### config.mk
export PLATFORM = sky130hd
export DESIGN_NAME = sysbus_master
export DESIGN_NICKNAME = d
export VERILOG_FILES = /design/src/rtl/sysbus_pkg.sv /design/src/rtl/sysbus_split.sv /design/src/rtl/sysbus_beat_ctr.sv /design/src/rtl/sysbus_rd_capture.sv /design/src/rtl/sysbus_master.sv
export SDC_FILE = /design/constraint.sdc
export NUM_CORES = 1
export LEC_CHECK = 0
export BUFFER_PORTS_ARGS = -buffer_cell sky130_fd_sc_hd__buf_4
export CORE_ASPECT_RATIO = 0.6
export CORE_MARGIN = 2
export CORE_UTILIZATION = 30
export CTS_BUF_LIST = sky130_fd_sc_hd__clkbuf_4
export CTS_CLUSTER_DIAMETER = 30
export DETAILED_ROUTE_END_ITERATION = 8
export GPL_ROUTABILITY_DRIVEN = 0
export PLACE_DENSITY = 0.61
export SLEW_MARGIN = 30
export SYNTH_ARGS = -nofsm -noshare
export SYNTH_HDL_FRONTEND = slang
export SYNTH_SLANG_ARGS = --single-unit
### constraint.sdc
create_clock -name clk -period 42.6 [get_ports clk]
set_input_delay 4.26 -clock clk [delete_from_list [all_inputs] [get_ports clk]]
set_output_delay 4.26 -clock clk [all_outputs]
set_load 0.01 [all_outputs]
### src/rtl/sysbus_pkg.sv
package sysbus_pkg;
  localparam int CMD_W  = 8;
  localparam int LINE_W = 256;

  typedef enum logic [2:0] {
    ST_IDLE  = 3'd0,
    ST_ADDR  = 3'd1,
    ST_WDATA = 3'd2,
    ST_RSLV  = 3'd3,
    ST_EXT   = 3'd4
  } bus_state_t;

  function automatic logic [CMD_W-1:0] cmd_addr_code(input logic wr, input logic line,
                                                     input logic [3:0] cnt);
    logic [2:0] c;
    c = line ? 3'd0 : 3'(cnt - 4'd1);
    return {1'b0, wr, line, 2'b00, c};
  endfunction

  function automatic logic [CMD_W-1:0] cmd_data_code(input logic last);
    return {1'b1, last, 6'b000000};
  endfunction
endpackage

### src/rtl/sysbus_split.sv
module sysbus_split #(
  parameter int BUS_W = 64
) (
  input  logic [2:0] off_in,
  input  logic [3:0] size_in,
  input  logic       line_in,
  output logic       two_parts,
  output logic [2:0] off0,
  output logic [3:0] cnt0,
  output logic [2:0] off1,
  output logic [3:0] cnt1
);
  logic [4:0] end_pos;
  assign end_pos = {2'b00, off_in} + {1'b0, size_in};

  generate
    if (BUS_W == 32) begin : g_narrow
      always_comb begin
        two_parts = 1'b0;
        off0      = off_in;
        cnt0      = size_in;
        off1      = 3'd4;
        cnt1      = 4'd0;
        if (!line_in && !off_in[2] && (end_pos > 5'd4)) begin
          two_parts = 1'b1;
          cnt0      = 4'd4 - {1'b0, off_in};
          cnt1      = 4'(end_pos - 5'd4);
        end
      end
    end else begin : g_wide
      always_comb begin
        two_parts = 1'b0;
        off0      = off_in;
        cnt0      = size_in;
        off1      = 3'd4;
        cnt1      = 4'd0;
      end
    end
  endgenerate
endmodule

### src/rtl/sysbus_beat_ctr.sv
module sysbus_beat_ctr #(
  parameter int MAX_BEATS = 4,
  localparam int CW = (MAX_BEATS > 1) ? $clog2(MAX_BEATS) : 1
) (
  input  logic          clk,
  input  logic          rst_n,
  input  logic          clr,
  input  logic          inc,
  input  logic [CW:0]   limit,
  output logic [CW-1:0] count,
  output logic          is_last
);
  logic [CW-1:0] cnt_q, cnt_d;

  always_comb begin
    cnt_d = cnt_q;
    if (clr)      cnt_d = '0;
    else if (inc) cnt_d = cnt_q + 1'b1;
  end

  always_ff @(posedge clk or negedge rst_n) begin
    if (!rst_n)           cnt_q <= '0;
    else if (clr || inc)  cnt_q <= cnt_d;
  end

  assign count   = cnt_q;
  assign is_last = ({1'b0, cnt_q} == (limit - 1'b1));
endmodule

### src/rtl/sysbus_rd_capture.sv
module sysbus_rd_capture #(
  parameter int BUS_W  = 64,
  parameter int LINE_W = 256,
  localparam int LANES = LINE_W / BUS_W,
  localparam int IDX_W = (LANES > 1) ? $clog2(LANES) : 1
) (
  input  logic              clk,
  input  logic              rst_n,
  input  logic              clr,
  input  logic              we,
  input  logic [IDX_W-1:0]  idx,
  input  logic [BUS_W-1:0]  din,
  output logic [LINE_W-1:0] line
);
  generate
    for (genvar g = 0; g < LANES; g++) begin : g_lane
      logic [BUS_W-1:0] lane_q;
      logic             lane_en;
      assign lane_en = clr || (we && (idx == IDX_W'(g)));
      always_ff @(posedge clk or negedge rst_n) begin
        if (!rst_n)       lane_q <= '0;
        else if (lane_en) lane_q <= clr ? '0 : din;
      end
      assign line[g*BUS_W +: BUS_W] = lane_q;
    end
  endgenerate
endmodule

### src/rtl/sysbus_master.sv
module sysbus_master #(
  parameter int BUS_W  = 64,
  parameter int ADDR_W = 32,
  localparam int LINE_W = sysbus_pkg::LINE_W,
  localparam int CMD_W  = sysbus_pkg::CMD_W
) (
  input  logic              clk,
  input  logic              rst_n,
  input  logic              req_valid,
  output logic              req_ready,
  input  logic              req_write,
  input  logic              req_line,
  input  logic [ADDR_W-1:0] req_addr,
  input  logic [3:0]        req_size,
  input  logic [LINE_W-1:0] req_wdata,
  output logic              done,
  output logic [LINE_W-1:0] rd_line,
  output logic [BUS_W-1:0]  ad_out,
  input  logic [BUS_W-1:0]  ad_in,
  output logic              ad_oe,
  output logic [CMD_W-1:0]  cmd_out,
  output logic              valid_out,
  input  logic              valid_in,
  input  logic              rd_rdy,
  input  logic              wr_rdy,
  input  logic              ext_rqst,
  output logic              bus_release
);
  import sysbus_pkg::*;

  localparam int LINE_BEATS = LINE_W / BUS_W;
  localparam int IDX_W      = (LINE_BEATS > 1) ? $clog2(LINE_BEATS) : 1;

  // reset: asserted asynchronously, released on a clock edge
  logic rst_meta, rst_s;
  always_ff @(posedge clk or negedge rst_n) begin
    if (!rst_n) begin
      rst_meta <= 1'b0;
      rst_s    <= 1'b0;
    end else begin
      rst_meta <= 1'b1;
      rst_s    <= rst_meta;
    end
  end

  bus_state_t         st_q, st_d;
  logic               wr_q, line_q, part_q, part_d, done_q, done_d;
  logic [ADDR_W-1:0]  addr_q;
  logic [3:0]         size_q;
  logic [LINE_W-1:0]  wdata_q;
  logic               accept, ld_en;

  // split of the single datum into bus-sized transfers
  logic       two_parts;
  logic [2:0] off0, off1;
  logic [3:0] cnt0, cnt1;

  sysbus_split #(.BUS_W(BUS_W)) u_split (
    .off_in    (addr_q[2:0]),
    .size_in   (size_q),
    .line_in   (line_q),
    .two_parts (two_parts),
    .off0      (off0),
    .cnt0      (cnt0),
    .off1      (off1),
    .cnt1      (cnt1)
  );

  logic [2:0]        cur_off;
  logic [3:0]        cur_cnt;
  logic [ADDR_W-1:0] part_addr;
  assign cur_off   = part_q ? off1 : off0;
  assign cur_cnt   = part_q ? cnt1 : cnt0;
  assign part_addr = line_q ? {addr_q[ADDR_W-1:5], 5'b00000}
                            : {addr_q[ADDR_W-1:3], cur_off};

  // beat counting
  localparam int CW = (LINE_BEATS > 1) ? $clog2(LINE_BEATS) : 1;
  logic          beat_clr, beat_inc, beat_last;
  logic [CW:0]   beat_lim;
  logic [CW-1:0] beat_cnt;
  assign beat_lim = line_q ? (CW+1)'(LINE_BEATS) : (CW+1)'(1);
  assign beat_clr = (st_q == ST_ADDR);
  assign beat_inc = (st_q == ST_WDATA) || ((st_q == ST_RSLV) && valid_in);

  sysbus_beat_ctr #(.MAX_BEATS(LINE_BEATS)) u_beats (
    .clk     (clk),
    .rst_n   (rst_s),
    .clr     (beat_clr),
    .inc     (beat_inc),
    .limit   (beat_lim),
    .count   (beat_cnt),
    .is_last (beat_last)
  );

  // lane selection
  logic [IDX_W-1:0] lane_single, lane;
  generate
    if (BUS_W == 32) begin : g_lane32
      assign lane_single = IDX_W'(part_addr[2]);
    end else begin : g_lane64
      assign lane_single = '0;
    end
  endgenerate
  assign lane = line_q ? IDX_W'(beat_cnt) : lane_single;

  sysbus_rd_capture #(.BUS_W(BUS_W), .LINE_W(LINE_W)) u_cap (
    .clk   (clk),
    .rst_n (rst_s),
    .clr   (accept),
    .we    ((st_q == ST_RSLV) && valid_in),
    .idx   (lane),
    .din   (ad_in),
    .line  (rd_line)
  );

  // next state
  logic rdy_match, xfer_end;
  assign req_ready = rst_s && (st_q == ST_IDLE) && !ext_rqst;
  assign accept    = req_valid && req_ready;
  assign ld_en     = accept;
  assign rdy_match = wr_q ? wr_rdy : rd_rdy;
  assign xfer_end  = beat_inc && beat_last;

  always_comb begin
    st_d   = st_q;
    part_d = part_q;
    done_d = 1'b0;
    unique case (st_q)
      ST_IDLE: begin
        if (ext_rqst) begin
          st_d = ST_EXT;
        end else if (req_valid && rst_s) begin
          st_d   = ST_ADDR;
          part_d = 1'b0;
        end
      end
      ST_ADDR: begin
        if (rdy_match) st_d = wr_q ? ST_WDATA : ST_RSLV;
      end
      ST_WDATA, ST_RSLV: begin
        if (xfer_end) begin
          if (!part_q && two_parts) begin
            st_d   = ST_ADDR;
            part_d = 1'b1;
          end else begin
            st_d   = ST_IDLE;
            done_d = 1'b1;
          end
        end
      end
      ST_EXT: begin
        if (!ext_rqst) st_d = ST_IDLE;
      end
      default: st_d = ST_IDLE;
    endcase
  end

  always_ff @(posedge clk or negedge rst_s) begin
    if (!rst_s) begin
      st_q   <= ST_IDLE;
      part_q <= 1'b0;
      done_q <= 1'b0;
    end else begin
      st_q   <= st_d;
      part_q <= part_d;
      done_q <= done_d;
    end
  end

  always_ff @(posedge clk or negedge rst_s) begin
    if (!rst_s) begin
      wr_q    <= 1'b0;
      line_q  <= 1'b0;
      addr_q  <= '0;
      size_q  <= 4'd1;
      wdata_q <= '0;
    end else if (ld_en) begin
      wr_q    <= req_write;
      line_q  <= req_line;
      addr_q  <= req_addr;
      size_q  <= req_size;
      wdata_q <= req_wdata;
    end
  end

  // bus outputs
  always_comb begin
    ad_out  = '0;
    cmd_out = '0;
    unique case (st_q)
      ST_ADDR: begin
        ad_out[ADDR_W-1:0] = part_addr;
        cmd_out            = cmd_addr_code(wr_q, line_q, cur_cnt);
      end
      ST_WDATA: begin
        ad_out  = wdata_q[lane*BUS_W +: BUS_W];
        cmd_out = cmd_data_code(beat_last);
      end
      default: begin
        ad_out  = '0;
        cmd_out = '0;
      end
    endcase
  end

  assign valid_out   = (st_q == ST_ADDR) || (st_q == ST_WDATA);
  assign bus_release = (st_q == ST_RSLV) || (st_q == ST_EXT);
  assign ad_oe       = !bus_release;
  assign done        = done_q;
endmodule

==> results.toml <==
[outcome]
status = "complete, no violations"

[setup_path]
path_buf_inv = 2
crit_path_end_kind = "primary output"
cpMostUsedCell = "buf_4"
critPathMaxFanout = 3
path_delay_family = "simple AND/OR/NAND/NOR gates"
cp.arrival_ns = 4.84
critPathLaunchType = "input pin"
r2r_cells = 8
cpMaxStageDelayCell = "and3_4"
cp.required_ns = 38.34
path_depth = 4
path_cells = "buf_4, nor2_1, and3_4, buf_4"
max_stage_delay_ns = 0.21
path_class = "in2out"

[floorplanning]
core_mm2 = 0.0819
fp-row-count = 81
die-area_mm2 = 0.0855
die_width_um = 376
start_util_pct = 30.5
io_pins = 698
die_h_um = 227

[final_layout]
fillers = 7985
final_cell_area_mm2 = 0.0326
finalNonFillerCells = 3857
final_nets = 3051
drive_gt1_share_pct = 49.5
syn_to_final_growth_pct = 30.8

[synth]
synth_cell_types = 44
async_flop_share_pct = 100
synth_area_mm2 = 0.0249
seq_area_frac_synth_pct = 55.9
avgSynthCellArea_um2 = 12.7
yosysWarnings = 0
synth-main-ff-cell = "dfrtp_1"
synthCells = 1958
synth-edff-count = 0
synth.ff_latch_count = 557

[placement]
io_buffers = 694
dp_hpwl_mm = 56.3
place_area_mm2 = 0.0308
dp_slack_ns = 33.47
dp.cells = 3613

[route]
num_vias = 18100
drc = 0
via_per_inst = 4.69
drt_wl_total_mm = 82.8
first_pass_iters = 7
drt_iter0_drc = 1163
final_antenna_net_count = 0
wire_per_inst_um = 21.5

[clock_network]
cts_setup_buffers = 0
cts_buffers = 144
clock_latency_ns = 1.06
cts_buffer_depth = 3
ctsRootBufferMaster = "clkbuf_4"
clkTransAtPathRegs_ns = 0.07
cts_resized = 0
cts_tree = "yes"
cts_hold_buf = 0
htreeDepth = 4
clock-sinks = 557

[sta]
grt_setup_unrepaired = "no"
slew_viol_final = 0
fin_setup_tns_ns = 0
setup_violations = 0
fin_crit_ns = 9.10
timing_hold_violations_final = 0
worst_slew_pin_slew_ns = 0.983
fin_skew_ns = 0.0611
max_freq_mhz = 110
fin_crit_sh_pct = 21.4
fin_ws_ns = 33.50
worst_hold_slack_ns = 0.251
maxSlewHeadroom_pct = 34.5

[power_and_ir_drop]
power_density_mw_per_mm2 = 40.7
p_leak_nw = 15.3
ir_worst_vdd_uv = 19.1

[min_path]
hold_class = "reg2async"

[global_routing]
grt_pass1_vias = 18200
track_usage_pct = 18.8
grt_max_degree = 169
overflow = 0
grt_pass1_wl_mm = 120
antenna_found_initial = 4

[job]
cap_viol_max_count = 0
==> routing by layer <==
metal	global-route usage (%)	vias to the layer above	wire (um)
met3	5.59	140	5460
met2	27.7	571	38100
met4	7.02	2	2130
met5	0	-	13
li1	-	8242	-
met1	26.1	9141	37100
==> synthesized netlist by cell type, types with 2 or more instances <==
library cell | n | area (um^2)
a21oi_1 | 191 | 956
a21oi_2 | 70 | 613
a22o_1 | 33 | 289
a22oi_1 | 2 | 15.0
and2_1 | 35 | 219
buf_2 | 65 | 325
buf_4 | 8 | 60.1
buf_6 | 42 | 473
clkbuf_1 | 27 | 101
conb_1 | 2 | 7.51
dfrtp_1 | 556 | 13900
ha_1 | 3 | 37.5
inv_1 | 4 | 15.0
mux2_1 | 4 | 45.0
mux2_2 | 59 | 664
mux2_4 | 230 | 3450
mux2i_1 | 2 | 20.0
mux4_2 | 64 | 1440
nand2_1 | 517 | 1940
nand2b_1 | 4 | 25.0
nor2_1 | 11 | 41.3
nor2b_1 | 5 | 31.3
nor3_4 | 2 | 32.5
nor3b_1 | 2 | 15.0
==> kinds of logic after synthesis <==
group,Yosys count,share of synthesized area (%)
other cells,2,0.0301
mux,359,22.6
compound gates,301,7.67
fa+ha+maj,3,0.151
xor+xnor,1,0.0351
simple gates,588,9.75
flops,557,55.9
buf+inv,147,3.92
==> layout make-up <==
type                       count  area, um^2  share of cell area (%)
tap                         1079        1350                    4.14
inverter                       4        15.0                  0.0460
sequential                   557       13900                    42.7
timing repair buffer         721        5520                    16.9
multi-input combinational   1255       10100                    30.9
clock inverter                39         245                   0.752
antenna                        8        20.0                  0.0614
clock buffer                 194        1460                    4.46
==> metrics by stage <==
stage	util, %	total power [mW]
finish	39.8	1.33
floorplan	-	0.808
global placement	37.6	0.875
global route	39.8	1.40
CTS	39.7	1.35
detailed placement	37.6	0.879
==> report_power, final <==
group,total (mW),internal (mW),switching (mW)
Sequential,0.638,0.597,0.0405
Combinational,0.231,0.154,0.0764
Clock,0.459,0.228,0.231
Total,1.33,0.980,0.348
==> path summary, 6_finish.rpt <==
check	start	endpoint	slack [ns]
worst min register to register	rst_s	wdata_q[60]	0.25
worst max register to register	rst_s	u_cap.g_lane[1].lane_q[44]	37.41
worst min-delay path	rst_s	wdata_q[60]	0.25
min in group clk	rst_meta	rst_s	0.35
worst max-delay path	ext_rqst	req_ready	33.50
max in group asynchronous	rst_n	rst_s	39.47
==> worst reg2reg max path, stage by stage, from the launching register on <==
cell and delay (ns):
dfrtp_4 0.69, and3_4 0.31, and2_4 0.62, buf_4 0.82, buf_4 0.92, buf_4 0.80
buf_4 0.48, buf_16 0.32, a21oi_1 0.12
==> layout by cell type, fill, tap and decap left out, drive strengths merged, types with 2 or more instances in the layout <==
cell,instances
a21oi,261
a22o,33
a22oi,2
and2,35
and3,2
buf,721
bufinv,3
clkbuf,194
clkinv,28
clkinvlp,4
conb,3
dfrtp,556
diode,8
ha,3
inv,8
mux2,293
mux2i,2
mux4,64
nand2,517
nand2b,4
nand3b,2
nor2,12
nor2b,5
nor3,2
nor3b,2
or2,2
==> flip-flops by register name, indices dropped and copies added, names as in the netlist <==
register and count:
st_q 3, addr_q 32, size_q 3, rst_s 1
u_cap.g_lane.lane_q 256, done 1, line_q 1, wdata_q 256
wr_q 1, u_beats.count 2, rst_meta 1
No activity file was read; power rests on OpenSTA's default activity.
